<file path="src/rtl/pcm_duo_mixer.sv">
module pcm_duo_mixer #(
  parameter int AW = 16
) (
  input  logic          clk,
  input  logic          rst_n,
  input  logic          tick,
  input  logic          cfg_we,
  input  logic          cfg_ch,
  input  logic [1:0]    cfg_reg,
  input  logic [15:0]   cfg_data,
  output logic          mem_req,
  output logic [AW-1:0] mem_addr,
  input  logic          mem_rdy,
  input  logic [7:0]    mem_data,
  output logic [7:0]    mix_out,
  output logic          mix_valid
);
  localparam int OW = AW + 8;

  typedef enum logic [1:0] {IDLE, RD0, RD1, MIX} st_t;
  st_t st;

  logic          en    [2];
  logic          half  [2];
  logic [2:0]    lexp  [2];
  logic [15:0]   step  [2];
  logic [AW-1:0] base  [2];
  logic [OW-1:0] off   [2];
  logic [7:0]    smp   [2];

  logic signed [9:0] part [2];
  logic signed [9:0] sum;
  logic [7:0]        sat;
  logic              cur;

  function automatic logic [OW-1:0] wrap_mask(input logic [2:0] e);
    return {(AW'(256) << e) - AW'(1), 8'hFF};
  endfunction

  assign cur      = (st == RD1);
  assign mem_req  = (st == RD0 || st == RD1) && en[cur];
  assign mem_addr = base[cur] + off[cur][OW-1:8];

  always_comb begin
    for (int c = 0; c < 2; c++) begin
      part[c] = $signed({{2{smp[c][7]}}, smp[c]});
      if (half[c]) part[c] = part[c] >>> 1;
    end
    sum = part[0] + part[1];
    if (sum > 10'sd127)       sat = 8'h7F;
    else if (sum < -10'sd128) sat = 8'h80;
    else                      sat = sum[7:0];
  end

  always_ff @(posedge clk) begin
    if (!rst_n) begin
      st        <= IDLE;
      mix_out   <= '0;
      mix_valid <= 1'b0;
      for (int c = 0; c < 2; c++) begin
        en[c]   <= 1'b0;
        half[c] <= 1'b0;
        lexp[c] <= '0;
        step[c] <= '0;
        base[c] <= '0;
        off[c]  <= '0;
        smp[c]  <= '0;
      end
    end else begin
      mix_valid <= 1'b0;
      case (st)
        IDLE: if (tick) st <= RD0;
        RD0, RD1: begin
          if (!en[cur]) begin
            smp[cur] <= '0;
            st       <= (st == RD0) ? RD1 : MIX;
          end else if (mem_rdy) begin
            smp[cur] <= mem_data;
            st       <= (st == RD0) ? RD1 : MIX;
          end
        end
        MIX: begin
          mix_out   <= sat;
          mix_valid <= 1'b1;
          st        <= IDLE;
          for (int c = 0; c < 2; c++)
            if (en[c]) off[c] <= (off[c] + OW'(step[c])) & wrap_mask(lexp[c]);
        end
        default: st <= IDLE;
      endcase
      if (cfg_we) begin
        case (cfg_reg)
          2'd0: begin
            en[cfg_ch]   <= cfg_data[0];
            half[cfg_ch] <= cfg_data[1];
            lexp[cfg_ch] <= cfg_data[4:2];
          end
          2'd1: step[cfg_ch] <= cfg_data;
          2'd2: base[cfg_ch] <= AW'({cfg_data[15:8], 8'h00});
          default: off[cfg_ch] <= {AW'(cfg_data), 8'h00};
        endcase
      end
    end
  end
endmodule

</file>
<file path="config.mk">
export PLATFORM = sky130hd
export DESIGN_NAME = pcm_duo_mixer
export DESIGN_NICKNAME = d
export VERILOG_FILES = /design/src/rtl/pcm_duo_mixer.sv
export SDC_FILE = /design/constraint.sdc
export NUM_CORES = 1
export LEC_CHECK = 0
export BUFFER_PORTS_ARGS = -buffer_cell sky130_fd_sc_hd__buf_2
export CAP_MARGIN = 5
export CELL_PAD_IN_SITES_DETAIL_PLACEMENT = 1
export CELL_PAD_IN_SITES_GLOBAL_PLACEMENT = 1
export CORE_MARGIN = 10
export CORE_UTILIZATION = 45
export CTS_CLUSTER_SIZE = 25
export DETAILED_ROUTE_END_ITERATION = 8
export PLACE_DENSITY_LB_ADDON = 0.3
export SYNTH_ARGS = -nofsm -noshare
export SYNTH_HDL_FRONTEND = slang
export SYNTH_SLANG_ARGS = --single-unit
</file>
<file path="constraint.sdc">
create_clock -name clk -period 4.24 [get_ports clk]
set_clock_uncertainty 0.05 [all_clocks]
set_input_delay 0.636 -clock clk [delete_from_list [all_inputs] [get_ports clk]]
set_output_delay 0.636 -clock clk [all_outputs]
set_load 0.005 [all_outputs]
</file>
==> results.ini <==
[yosys]
synthCells = 735
yosysTopAreaCellShare = 0.386
synth_top_cell_by_area = edfxtp_1
synth-seq-cells = 133
synth_common_cells = 102 x edfxtp_1, 57 x and2_1, 51 x ha_1, 51 x nand2_1, 49 x a21oi_1
synth_nets = 822
synth-async-reset-ratio = 0
synthFlopType = edfxtp_1
yosysSeqAreaShare = 0.464
yosys-top-cells-area = edfxtp_1 39%, ha_1 8.0%, dfxtp_1 7.8%
avgSynthCellArea_sq_um = 10.8
syn-cell-area_sq_um = 7940
synth-edff-count = 102
synth_warnings = 0
yosys.cell_types.count = 61
yosysMostFrequentCell = edfxtp_1

[sta]
finalHoldWorstSlack_ns = 0.430
fmax_mhz = 252
rsz0062_at_grt = false
hold_viol = 0
slew_headroom = 0.276
timing.setup.tns_ns = 0
final.setup.worst_slack_ns = 0.275
finalSetupViolCount = 0
drv_slew = 0
fin_crit_sh = 0.935
worstMarginPinSlew_ns = 1.08
fin_crit_ns = 3.97

[clock_tree]
cts_tree = yes
cts.hold.buffers_added = 0
cts_setup_buffers = 0
clock_tree.root_cell = clkbuf_16
cts_sinks = 133
clk_latency_ns = 0.42
h-tree-depth = 4
cts-buffers-inserted = 17
postCtsResizedCells = 0
cts.clk_slew.worst_paths_ns = 0.06
clockBufferDepth = 2

[critical_path]
setup.worst_path.start = st[0]$_SDFFE_PN0P_
cp-start-kind = register
crit_path_max_fanout = 23
cp.required_ns = 3.55
end_kind = output port
path_class = reg2out
reg2reg_from = half[1]$_DFF_P_
crit_arrival_ns = 3.28

[floorplanning]
design.die.area_sq_um = 23400
coreArea_sq_um = 17300
rows = 48
fp.dieW_um = 153
die_y_um = 153
initial_utilization = 0.459
io_pins = 58

[layout]
drive_above_1_share = 0.176
final_nets = 886
n_antenna_cell = 0
multi_input_area_sq_um = 4110
synthToLayoutAreaGrowth_pct = 15.1
regArea_sq_um = 3680
nFillCells = 1860
final_area_sq_um = 9140
final_core_util = 0.529

[status]
status = completed

[routing]
wirelength_um = 22800
wl_per_cell_um = 22.0
firstDrtPassIters = 5
drt_iter0_markers = 315
drc = 0
vias = 6068
antenna_left = 0
via_per_inst = 5.85

[grt]
grt-ovfl-total = 0
antenna_found_initial = 1
grt_first_pass_wirelength_um = 36600
grt.total_usage = 0.193
grt_pass1_vias = 6676
grt_max_degree = 31

[pwr]
vdd_drop_max_v = 0.000367
power_density_nw_per_um2 = 446
leakage_uw = 0.00370

[flow_run]
maxCapViolCount = 0

[placement]
dp_hpwl_um = 16200
pre_cts_slack_ns = 0.662
portBuffers = 57
routabilityCongestion = 0.852
placed_cell_area_sq_um = 8510

[worst_hold_path]
hp-start = off[0][0]$_SDFFE_PP0P_
hold_path.class = reg2reg

## per-stage QoR
stage	instances	power, uW
floorplan	735	2190
global placement	1004	2470
detailed placement	1004	2520
CTS	1036	4110
global route	1037	4260
finish	1037	4080
## flip-flops by register name, summed over array words and instances (netlist names)
signal     count
off           48
step          32
base          16
smp           16
mix_out        8
lexp           6
en             2
half           2
st             2
mix_valid      1
## logic make-up after synthesis
group,Yosys count,share of synthesized area
flip-flops,133,0.464
XOR/XNOR,52,0.0573
AO/OA/AOI/OAI,188,0.161
multiplexers,41,0.0575
adder cells (fa/ha/maj),60,0.0967
AND/OR/NAND/NOR,221,0.145
buffers and inverters,40,0.0191
## final timing paths
kind	slack, ns	cells past startpoint	to
worst max-delay path	0.27	11	mem_addr[15]
worst max register to register	0.59	11	mix_out[6]$_SDFFE_PN0P_
worst min-delay path	0.43	1	off[0][0]$_SDFFE_PP0P_
worst min register to register	0.43	1	off[0][0]$_SDFFE_PP0P_
## worst max-delay path: stages (launching register included)
cell and delay, ns:
dfxtp_1 0.35, inv_1 0.11, ha_1 0.31, buf_4 0.37
mux2_2 0.38, ha_1 0.33, a21oi_1 0.21, o21bai_1 0.09
a21oi_1 0.22, o21ai_0 0.15, xnor2_1 0.18, buf_2 0.14
## power breakdown
group          internal, uW  total (uW)  switching [uW]  leakage, uW
logic                   408         926             518      0.00213
clock network          1000        1590             585     0.000294
registers              1500        1570            64.1      0.00127
## placed cells by master, fill, tap and decap left out, drive strengths merged, types with 12 or more instances in the layout
| cell type | n |
|---|---|
| and3 | 18 |
| a21oi | 49 |
| buf | 71 |
| edfxtp | 102 |
| dfxtp | 31 |
| xor2 | 16 |
| clkbuf | 20 |
| a22o | 30 |
| nand2 | 51 |
| nand3 | 12 |
| mux2 | 37 |
| xnor2 | 36 |
| a21o | 13 |
| inv | 15 |
| and2 | 57 |
| o21ai | 46 |
| nor2 | 34 |
| ha | 51 |
## routing by layer
layer / routed length (um) / GRT usage / vias to the layer above
met3: 888 / 0.0410 / 26
met2: 11200 / 0.329 / 137
li1: - / - / 2863
met1: 10300 / 0.243 / 3042
met5: 0 / 0 / -
met4: 356 / 0.0490 / 0
## area by class of cell
class                           count  area share
Timing Repair Buffer               71      0.0424
Clock inverter                     12      0.0194
Clock buffer                       20      0.0489
Multi-Input combinational cell    562       0.450
Sequential cell                   133       0.403
Tap cell                          225      0.0308
Inverter                           14     0.00575
Note: power is estimated with default switching activity, not from simulation.
